**src/rtl/pipelined_row_reducer.sv**
```systemverilog
module pipelined_row_reducer #(
  parameter int DATA_W   = 16,
  parameter int TAG_W    = 3,
  parameter int DEPTH    = 4,
  parameter int IN_DEPTH = 16
) (
  input  logic              clk,
  input  logic              rst,
  input  logic              in_valid,
  input  logic [TAG_W-1:0]  in_tag,
  input  logic [DATA_W-1:0] in_data,
  input  logic              in_last,
  output logic              out_valid,
  output logic [TAG_W-1:0]  out_tag,
  output logic [DATA_W-1:0] out_sum
);
  localparam int NTAG  = 1 << TAG_W;
  localparam int PW    = $clog2(IN_DEPTH);
  localparam int CNT_W = $clog2(IN_DEPTH + DEPTH + 2) + 1;

  typedef enum logic [2:0] {R_IDLE, R_PS, R_PF, R_FF, R_FZ} rule_e;

  // input queue
  logic [DATA_W-1:0] fq_d [IN_DEPTH];
  logic [TAG_W-1:0]  fq_t [IN_DEPTH];
  logic [PW-1:0]     rd, wr;
  logic [PW:0]       fcnt;

  // adder pipeline
  logic              p_v [DEPTH];
  logic [TAG_W-1:0]  p_t [DEPTH];
  logic [DATA_W-1:0] p_d [DEPTH];

  // parked partial sums and row bookkeeping
  logic              s_v [NTAG];
  logic [DATA_W-1:0] s_d [NTAG];
  logic              closed [NTAG];
  logic [CNT_W-1:0]  cnt [NTAG];

  // completion order
  logic [TAG_W-1:0]  oq [NTAG];
  logic [TAG_W-1:0]  o_rd, o_wr;
  logic [TAG_W:0]    o_cnt;

  wire [DATA_W-1:0] h1_d = fq_d[rd];
  wire [TAG_W-1:0]  h1_t = fq_t[rd];
  wire [DATA_W-1:0] h2_d = fq_d[rd + PW'(1)];
  wire [TAG_W-1:0]  h2_t = fq_t[rd + PW'(1)];
  wire              pv   = p_v[DEPTH-1];
  wire [TAG_W-1:0]  pt   = p_t[DEPTH-1];
  wire [DATA_W-1:0] pd   = p_d[DEPTH-1];
  wire [TAG_W-1:0]  oh   = oq[o_rd];

  rule_e             rule;
  logic [DATA_W-1:0] op_a, op_b;
  logic [TAG_W-1:0]  op_t;
  logic [1:0]        pop;

  always_comb begin
    rule = R_IDLE;
    op_a = '0;
    op_b = '0;
    op_t = h1_t;
    pop  = 2'd0;
    if (pv && s_v[pt]) begin
      rule = R_PS; op_a = pd; op_b = s_d[pt]; op_t = pt;
    end else if (pv && fcnt != 0 && h1_t == pt) begin
      rule = R_PF; op_a = pd; op_b = h1_d; op_t = pt; pop = 2'd1;
    end else if (fcnt >= 2 && h1_t == h2_t) begin
      rule = R_FF; op_a = h1_d; op_b = h2_d; pop = 2'd2;
    end else if (fcnt >= 2 || (fcnt == 1 && closed[h1_t])) begin
      rule = R_FZ; op_a = h1_d; pop = 2'd1;
    end
  end

  wire enter = (rule != R_IDLE);
  wire dec   = (rule == R_PS) || (rule == R_PF) || (rule == R_FF);
  wire park  = pv && (rule != R_PS) && (rule != R_PF);
  wire emit  = (o_cnt != 0) && s_v[oh] && closed[oh] && (cnt[oh] == CNT_W'(1));
  wire close_in = in_valid && in_last;

  always_ff @(posedge clk) begin
    if (rst) begin
      rd <= '0; wr <= '0; fcnt <= '0;
      o_rd <= '0; o_wr <= '0; o_cnt <= '0;
      out_valid <= 1'b0; out_tag <= '0; out_sum <= '0;
      for (int i = 0; i < DEPTH; i++) p_v[i] <= 1'b0;
      for (int t = 0; t < NTAG; t++) begin
        s_v[t] <= 1'b0; closed[t] <= 1'b0; cnt[t] <= '0;
      end
    end else begin
      if (in_valid) begin
        fq_d[wr] <= in_data;
        fq_t[wr] <= in_tag;
        wr <= wr + PW'(1);
      end
      rd   <= rd + PW'(pop);
      fcnt <= fcnt + (PW+1)'(in_valid) - (PW+1)'(pop);

      p_v[0] <= enter;
      p_t[0] <= op_t;
      p_d[0] <= op_a + op_b;
      for (int i = 1; i < DEPTH; i++) begin
        p_v[i] <= p_v[i-1];
        p_t[i] <= p_t[i-1];
        p_d[i] <= p_d[i-1];
      end

      for (int t = 0; t < NTAG; t++) begin
        if (rule == R_PS && pt == TAG_W'(t)) s_v[t] <= 1'b0;
        if (park && pt == TAG_W'(t)) begin
          s_v[t] <= 1'b1;
          s_d[t] <= pd;
        end
        if (emit && oh == TAG_W'(t)) begin
          s_v[t]    <= 1'b0;
          closed[t] <= 1'b0;
          cnt[t]    <= '0;
        end else begin
          cnt[t] <= cnt[t] + CNT_W'(in_valid && in_tag == TAG_W'(t))
                           - CNT_W'(dec && op_t == TAG_W'(t));
          if (close_in && in_tag == TAG_W'(t)) closed[t] <= 1'b1;
        end
      end

      if (close_in) begin
        oq[o_wr] <= in_tag;
        o_wr <= o_wr + TAG_W'(1);
      end
      if (emit) o_rd <= o_rd + TAG_W'(1);
      o_cnt <= o_cnt + (TAG_W+1)'(close_in) - (TAG_W+1)'(emit);

      out_valid <= emit;
      out_tag   <= oh;
      out_sum   <= s_d[oh];
    end
  end

  assert_out_quiet_R1: assert property (@(posedge clk) disable iff (rst)
    $past(rst) |-> !out_valid);

  assert_no_overflow_R2: assert property (@(posedge clk) disable iff (rst)
    in_valid |-> (fcnt < (PW+1)'(IN_DEPTH) || pop != 0));

  assert_pair_count_R2: assert property (@(posedge clk) disable iff (rst)
    (rule == R_FF) |-> cnt[op_t] >= CNT_W'(2));

  assert_finished_row_alone_R3: assert property (@(posedge clk) disable iff (rst)
    emit |-> !(pv && pt == oh));

  assert_lone_word_identity_R4: assert property (@(posedge clk) disable iff (rst)
    (fcnt == 1 && closed[h1_t] && !pv) |=> (p_v[0] && p_d[0] == $past(h1_d)));
endmodule

```
**config.mk**
```make
export PLATFORM = sky130hd
export DESIGN_NAME = pipelined_row_reducer
export DESIGN_NICKNAME = d
export VERILOG_FILES = /design/src/rtl/pipelined_row_reducer.sv
export SDC_FILE = /design/constraint.sdc
export NUM_CORES = 1
export LEC_CHECK = 0
export BUFFER_PORTS_ARGS = -buffer_cell sky130_fd_sc_hd__buf_4
export CORE_ASPECT_RATIO = 0.5
export CORE_MARGIN = 4
export CORE_UTILIZATION = 51
export DETAILED_ROUTE_END_ITERATION = 6
export HOLD_SLACK_MARGIN = 0.02
export PLACE_DENSITY = 0.67
export SLEW_MARGIN = 20
export SYNTH_ARGS = -nofsm -noshare
export SYNTH_HDL_FRONTEND = slang
export SYNTH_SLANG_ARGS = --single-unit
```
**constraint.sdc**
```tcl
create_clock -name clk -period 6.7 [get_ports clk]
set_input_delay 0.67 -clock clk [delete_from_list [all_inputs] [get_ports clk]]
set_output_delay 0.67 -clock clk [all_outputs]
set_load 0.05 [all_outputs]
```
Yosys cells after proc, flatten, opt, wreduce, memory -nomap -nowiden
Memories as Yosys holds them, arrays and structs flattened. A register that Yosys moved wholly into a read port is not among the register bits.
Index checks and enable logic that the tools add are counted.
Widths: inputs -> output; s select.

storage, ports and cells
  register bits = 27
  latch bits = 0
  memory bits (writable) = 600
  ROM bits = 0
  bits of input ports = 23
  output and inout port bits = 20
  word-level logic and storage cells = 457
  memories kept = 10

memories
  name             words  width  read ports  clocked after memory_dff  wr ports  RTL line  RTL
  fq_d             16     16     2           1                         1         24        logic [DATA_W-1:0] fq_d [IN_DEPTH];
  s_d              8      16     2           1                         1         36        logic [DATA_W-1:0] s_d [NTAG];
  p_d              4      16     4           0                         4         32        logic [DATA_W-1:0] p_d [DEPTH];
  cnt              8      6      9           0                         8         38        logic [CNT_W-1:0] cnt [NTAG];
  fq_t             16     3      2           1                         1         25        logic [TAG_W-1:0] fq_t [IN_DEPTH];
  oq               8      3      1           1                         1         41        logic [TAG_W-1:0] oq [NTAG];
  4 more memories  --     --     --          --                        --        --

cells by class
  add/sub/neg operators = 26
  multipliers = 0
  divide/modulo/power cells = 0
  order comparisons = 1
  eq/ne operators = 37
  shifts and indexed selects = 0
  multiplexer cells = 239
  bitwise operators = 60
  reduce and logical (&&, ||, !) cells = 76

operators by type and width
  kind                 number
  $mux 16              14
  $mux 1               189
  $reduce_or 16->1     7
  $mux 6               16
  $or 1x1->1           60
  $logic_and 1x1->1    59
  $add 6x1->6          8
  $eq 3x3->1 const B   16
  $sub 6x1->6          8
  $mux 3               15
  $eq 3x2->1 const B   10
  $add 16x16->16       1
  $eq 3x1->1 const B   5
  $logic_not 3->1      4
  $add 4x1->4 const B  2
  $mux 4               2
  $add 3x1->3 const B  2
  $eq 3x3->1           2
  $eq 6x1->1 const B   1
  $mux 2               3
  $add 5x1->5          1
  $eq 5x1->1 const B   1
  $ge 5x2->1 const B   1
  $reduce_bool 5->1    1
  9 further kinds      11

Logic depth before layout (Yosys ltp)
Gate-level depths: netlist (run 1).

  depth after elaboration = 22
  gate-level depth with buffers = 23
  depth with buffers taken out = 20

Worst setup path before layout (run 1)
No wires, ideal clock.

  kind = register to register
  from = register rd[1]
  to = memory p_d[0][14], data pin
  arrival time = 5.412 ns
  data required time = 6.434 ns
  slack = 1.022 ns
  stages on the path, launching flop included = 22
  path buffers = 4
  path through = dfxtp_1 -> ha_1 -> buf_4 -> buf_1 -> buf_1 -> clkbuf_1 -> mux4_2 -> a211oi_1 -> a21oi_1 -> a221oi_1 -> a21oi_1 -> ha_1 -> fa_1 -> a21o_1 -> a21oi_1 -> o21bai_1 -> a21oi_1 -> o21bai_1 -> a211oi_1 -> o21ai_0 -> o41ai_1 -> xnor2_1

RTL lines
  element                 RTL line  RTL
  start, declared         26        logic [PW-1:0] rd, wr;
  start signal, assigned  97        rd <= rd + PW'(pop);
  end, declared           32

==> results_dict.tcl, run 1 <==
set metrics [dict create \
    fin_nets 2336 \
    slowest_stage "mux4_2" \
    drt_iter0_drc 1853 \
    worst_pin_slew_ps 952 \
    maxCapViolCount 0 \
    drive_above_1_share 0.172 \
    hold_class "input pin to flop" \
    r2r_start "rd[2]" \
    grt_remaining_overflow 0 \
    synth_cells 2148 \
    crit_path_max_incr_delay_ps 620 \
    hold-worst-slack_ps 348 \
    max-slew-margin-rel 0.365 \
    synthTopCellsByArea "edfxtp_1 (58%), mux4_2 (12%), ha_1 (3.5%)" \
    cts.sinks 646 \
    ctsRootBufferMaster "clkbuf_16" \
    r2r_setup_slack_ps 760 \
    n_fill_cell 4680 \
    die_w_um 357 \
    report.final.setup_viol 0 \
    cts_buffers 56 \
    synth.ff_latch_count 646 \
    ant_nets 0 \
    path_common_cell "a21oi_1" \
    critPathKind "flop to flop" \
    slew_violations 0 \
    gr-usage-all-layers 0.226 \
    ff2ff_path_depth 18 \
    cp.arrival_ps 6290 \
    antenna_found_initial 2 \
    regToRegEndpoint "p_d[0][14]" \
    yosys_warnings 0 \
    wl_um 73100 \
    status "complete, no violations" \
    netlist_area_mm2 0.0310 \
    ir_worst_vdd_v 0.000303 \
    port_buffers 42 \
    placedCellCount 2969 \
    tns_ps 0 \
    max_freq_mhz 168 \
    min_period_ps 5940 \
    rows 63 \
    rsz0062_at_grt "false" \
    clock_skew_ps 20.4 \
    clock_path_buffers 3 \
    crit_end "p_d[0][14]" \
    dp_hpwl_um 45000 \
    h-tree-depth 2 \
    clkSlewWorstSetupHoldPaths_ps 70 \
    grt_max_degree 131 \
    place_worst_setup_slack_ps 504 \
    fin_ws_ps 759 \
    die_h_um 182 \
    critPathCaptureType "flop" \
    avgSynthCellArea_um2 14.5 \
    avgRoutedWirePerCell_um 23.8 \
    finalCritPeriodShare 0.887 \
    fin_cells 3075 \
    grt_pass1_wl_um 112000 \
    tritoncts "built" \
    synth-edff-count 596 \
    vias_per_cell 6.03 \
    dr.pass1.iters 5 \
    initial_core_util 0.519 \
    fp.dieArea_mm2 0.0651 \
    place_congestion 0.884 \
    diodes 0 \
    synth_top_area_frac 0.577 \
    worstSkewPairLatency_ps 610 \
    finalHoldViolCount 0 \
    async_flop_share 0 \
    drc 0 \
    power_density_mw_per_mm2 367 \
    p_leak_nw 12.1 \
    required_ps 7050 \
    yosysTopAreaCell "edfxtp_1" \
    crit_fanout 15 \
    area_growth_pct 11.2 \
    core-area_mm2 0.0597 \
    io_pins 43 \
    post-route-util 0.578 \
    synth-main-ff-cell "edfxtp_1" \
    path_cells "mux4_2 -> mux4_2 -> xor2_1 -> nor4_4 -> nor2_2 -> a221oi_1 -> a21oi_1 -> ha_1 -> fa_1 -> a21o_1 -> a21oi_1 -> o21bai_1 -> a21oi_1 -> o21bai_1 -> a211oi_1 -> o21ai_0 -> o41ai_1 -> xnor2_1" \
    setup.worst_path.start_class "flop" \
    worstSetupStartpoint "rd[2]" \
    ys_types 59 \
    grt_pass1_vias 18700 \
    cts_post_setup_buffers_inserted 0 \
    vias 18600 \
    yosysSeqAreaShare 0.609 \
]
==> layout make-up <==
cell class | count | area (um2) | area share
multi-input combinational | 1337 | 11600 | 0.337
clock buffer | 64 | 1460 | 0.0424
inverter | 89 | 335 | 0.00971
sequential | 646 | 18900 | 0.548
timing repair buffer | 85 | 651 | 0.0188
tap | 812 | 1020 | 0.0294
clock inverter | 42 | 529 | 0.0153
==> repair_timing <==
| item | CTS | global route |
|---|---|---|
| gates resized for setup | 0 | 1 |
| hold buffers | 0 | 0 |
| setup endpoints to repair | 0 | 1 |
==> kinds of logic after synthesis <==
logic type      synth area share
buf+inv                   0.0270
xor+xnor                  0.0214
simple gates              0.0816
other cells             0.000121
compound gates            0.0622
mux                        0.156
flops                      0.609
fa+ha+maj                 0.0424
==> per-layer routing <==
metal / global-route usage / up-vias / wire [um]
met1: 0.324 / 9384 / 31400
met3: 0.0562 / 127 / 6460
met5: 0 / - / 27
li1: - / 8373 / -
met2: 0.353 / 669 / 33600
met4: 0.0545 / 4 / 1600
==> report_power, final <==
group	total (mW)	switching, mW	leakage, nW	internal, mW
combinational	4.14	2.33	5.23	1.80
sequential	5.03	0.206	5.93	4.82
clock	3.52	1.52	0.952	2.01
total	12.7	4.06	12.1	8.63
==> critical path: cells and delay by family (launching register included) <==
family	cells	cell delay, ps
XOR/XNOR	2	320
AO/OA/AOI/OAI	10	2080
AND/OR/NAND/NOR	2	840
multiplexers	2	1170
adder cells (fa/ha/maj)	2	720
flip-flops	1	540
==> state kept, by name, indices dropped and copies added (netlist names), 4 cells and up, named ones only <==
signal and flops:
fq_d 256, rd 4, oq 24, s_v 8, out_sum 16, cnt 48
fq_t 48, o_cnt 4, fcnt 5, closed 8, p_d 64, s_d 128
p_t 12, p_v 4, wr 4
==> cells in the final DEF (no fill, tap or decap), drive strengths merged, types with 5 or more instances in the layout <==
| cell | n |
|---|---|
| nor3 | 15 |
| nor4 | 9 |
| mux2 | 9 |
| o21bai | 13 |
| fa | 12 |
| nor2b | 29 |
| buf | 85 |
| a21oi | 99 |
| a21o | 25 |
| o22ai | 17 |
| edfxtp | 596 |
| xnor2 | 43 |
| nand2b | 7 |
| a221oi | 15 |
| bufinv | 11 |
| clkinv | 20 |
| clkinvlp | 8 |
| a31oi | 16 |
| o221ai | 32 |
| nor4b | 5 |
| nand2 | 210 |
| and3 | 19 |
| o21ai | 16 |
| mux4 | 163 |
| a311oi | 18 |
| nor2 | 131 |
| inv | 92 |
| nand4 | 6 |
| and2 | 37 |
| clkbuf | 64 |
| xor2 | 33 |
| mux2i | 108 |
| dfxtp | 50 |
| conb | 48 |
| nand3 | 63 |
| a211oi | 18 |
| ha | 86 |
==> synthesized netlist by cell type (3+ instances only) <==
cell type	count
a211oi_1	18
a21o_1	25
a21oi_1	99
a221oi_1	15
a311oi_1	18
a31oi_1	16
and2_1	37
and3_1	19
buf_1	20
buf_2	24
buf_4	3
clkbuf_1	76
dfxtp_1	50
edfxtp_1	596
fa_1	12
ha_1	86
inv_1	89
mux2_2	9
mux2i_1	107
mux4_2	163
nand2_1	210
nand2b_1	7
nand3_1	63
nand4_1	6
nor2_1	130
nor2b_1	29
nor3_1	15
nor4_1	7
nor4b_1	5
o21ai_0	16
o21bai_1	13
o221ai_1	32
o22ai_1	17
o31ai_1	4
or3_1	4
or4_1	3
xnor2_1	43
xor2_1	33
==> stage by stage <==
| step | cell area (um2) | power (mW) |
|---|---|---|
| floorplan | 31200 | 8.21 |
| CTS | 34500 | 12.8 |
| global route | 34500 | 13.4 |
| finish | 34500 | 12.7 |
| detailed placement | 32500 | 9.24 |
| global placement | 32500 | 9.16 |
==> worst min path at each step <==
stage                            from           end  slack, ps  cells after the start
after floorplan             p_d[0][0]     p_d[1][0]        400                      0
after global placement      p_d[1][7]     p_d[2][7]        400                      0
after detailed placement    p_d[0][6]     p_d[1][6]        400                      0
after CTS                 in_data[10]  fq_d[11][10]        320                      1
after global routing      in_data[10]  fq_d[11][10]        330                      1
final                     in_data[10]   fq_d[8][10]        350                      1
Note: power is estimated with default switching activity, not from simulation.
==> inputs of run 2 (changes only) <==
PLACE_DENSITY = 0.76   (was 0.67)
==> run 2 against run 1 <==
- wire length is 2.3% lower
- sequential share of layout area hardly changed
- final cell count is 0.55% higher
- critical path depth is 4 higher
- combinational power is 1% lower
- largest cell class unchanged
==> results_dict.tcl, run 2 (synthesized netlist as in run 1, its figures left out) <==
set metrics [dict create \
    finalHoldViolCount 0 \
    avgRoutedWirePerCell_um 23.1 \
    cp.arrival_ps 6360 \
    layout_commonest_cell "edfxtp_1" \
    maxCapViolCount 0 \
    top_register "fq_d" \
    rsz0062_at_grt "false" \
    critPathCaptureType "flop" \
    grt_pass1_wl_um 110000 \
    grt_pass1_vias 18900 \
    met2_length_um 33900 \
    hold_class "input pin to flop" \
    path_common_cell "buf_4" \
    ctsRootBufferMaster "clkbuf_16" \
    setup.worst_path.start_class "flop" \
    fin_ws_ps 680 \
    critPathKind "flop to flop" \
    reg_top3 "fq_d (256), s_d (128), p_d (64)" \
    fp.dieArea_mm2 0.0651 \
    multi_input_area_mm2 0.0116 \
    initial_core_util 0.519 \
    worst_pin_slew_ps 941 \
    die_w_um 357 \
    worstSkewPairLatency_ps 610 \
    clock_path_buffers 3 \
    vias_per_cell 6.11 \
    slew_violations 0 \
    crit_fanout 23 \
    grt_remaining_overflow 0 \
    rows 63 \
    clock_skew_ps 26.9 \
    met3_length_um 6400 \
    power_density_mw_per_mm2 363 \
    drt-met1-wl_um 29500 \
    tritoncts "built" \
    largest_register_ffs 256 \
    max-slew-margin-rel 0.373 \
    drc 0 \
    fin_nets 2352 \
    cts_buffers 57 \
    crit_path_max_incr_delay_ps 730 \
    n_fill_cell 4499 \
    area_growth_pct 11.2 \
    grt_max_degree 67 \
    cts.sinks 646 \
    io_pins 43 \
    clkSlewWorstSetupHoldPaths_ps 70 \
    slowest_stage "dfxtp_1" \
    vias 18900 \
    max_freq_mhz 166 \
    place_congestion 0.873 \
    tns_ps 0 \
    layout_common_cells "edfxtp_1 (596), nand2_1 (210), mux4_2 (163), nor2_1 (130), mux2i_1 (104)" \
    path_cells "buf_4 -> mux4_2 -> mux2i_1 -> mux2i_2 -> xor2_1 -> nor4_4 -> buf_4 -> nor2_1 -> buf_4 -> nand3_1 -> nand2_1 -> ha_1 -> fa_1 -> a21o_1 -> a21oi_1 -> o21bai_1 -> a21oi_1 -> o21bai_1 -> a211oi_1 -> o21ai_0 -> o41ai_1 -> xnor2_1" \
    die_h_um 182 \
    highest_layer "met5" \
    report.final.setup_viol 0 \
    port_buffers 42 \
    regArea_mm2 0.0189 \
    ant_nets 0 \
    core-area_mm2 0.0597 \
    dpl_cell_area_mm2 0.0326 \
    stdcell_area_mm2 0.0345 \
    dr.pass1.iters 5 \
    drt_iter0_drc 2348 \
    required_ps 7040 \
    gr-usage-all-layers 0.220 \
    antenna_found_initial 2 \
    cts_post_setup_buffers_inserted 0 \
    critPathBufInv 3 \
    min_period_ps 6020 \
    ir_worst_vdd_v 0.000273 \
    place_worst_setup_slack_ps 754 \
    ctsResizeCount 0 \
    finalCritPeriodShare 0.899 \
    p_leak_nw 12.1 \
    drive_above_1_share 0.167 \
    dp_hpwl_um 44600 \
    wl_um 71400 \
    status "complete, no violations" \
    cts_hold_buffers 0 \
    crit_family "compound AO/OA/AOI/OAI gates" \
    h-tree-depth 2 \
]
-- run 2: changes by cell type in the layout (fill, tap and decap cells not counted), moves of 3 or more --
cell        delta
and2_1        +12
and2_2        -12
buf_4         +16
bufinv_16      -3
clkbuf_1       +7
clkinvlp_4     -3
nor2_1         +3
nor2_2         -3
-- run 2: through the flow --
stage / hold WS (ps) / std cells / utilization / total power, mW
finish: 354 / 3092 / 0.578 / 12.5
global route: 332 / 3091 / 0.578 / 13.2
CTS: 322 / 3090 / 0.578 / 12.6
detailed placement: 405 / 2984 / 0.546 / 9.21
global placement: 401 / 2984 / 0.546 / 9.09
floorplan: 400 / 2195 / - / 8.21
-- run 2: cell type report --
| type | instances | area share |
|---|---|---|
| Inverter | 89 | 0.00971 |
| Sequential cell | 646 | 0.548 |
| Antenna cell | 2 | 0.000145 |
| Clock buffer | 70 | 0.0427 |
| Tap cell | 812 | 0.0294 |
| Timing Repair Buffer | 100 | 0.0217 |
| Clock inverter | 36 | 0.0126 |
| Multi-Input combinational cell | 1337 | 0.336 |
-- run 2: where the power goes --
group / switching, mW / leakage, nW / internal [mW]
clock: 1.49 / 0.914 / 1.89
sequential: 0.225 / 5.93 / 4.82
combinational: 2.30 / 5.30 / 1.80
total: 4.02 / 12.1 / 8.51
-- run 2: worst register-to-register path: stages (launching register included) --
cell and delay [ps]:
dfxtp_1 730, buf_4 490, mux4_2 270, mux2i_1 80, mux2i_2 460, xor2_1 200, nor4_4 320, buf_4 310
nor2_1 70, buf_4 220, nand3_1 90, nand2_1 60, ha_1 210, fa_1 460, a21o_1 200, a21oi_1 220
o21bai_1 90, a21oi_1 250, o21bai_1 120, a211oi_1 310, o21ai_0 170, o41ai_1 330, xnor2_1 110
-- run 2: path summary, 6_finish.rpt --
kind                                 start         end  slack [ps]  cells after the start
worst min-delay path            in_data[8]  fq_d[7][8]         350                      1
worst min register to register   p_d[2][9]   p_d[3][9]         420                      0
worst max-delay path                 rd[2]  p_d[0][14]         680                     22
worst max register to register       rd[2]  p_d[0][14]         680                     22
-- run 2: per-layer routing --
layer | track usage | up-vias
li1 | - | 8404
met4 | 0.0522 | 2
met3 | 0.0445 | 128
met2 | 0.360 | 817
met5 | 0 | -
met1 | 0.307 | 9548
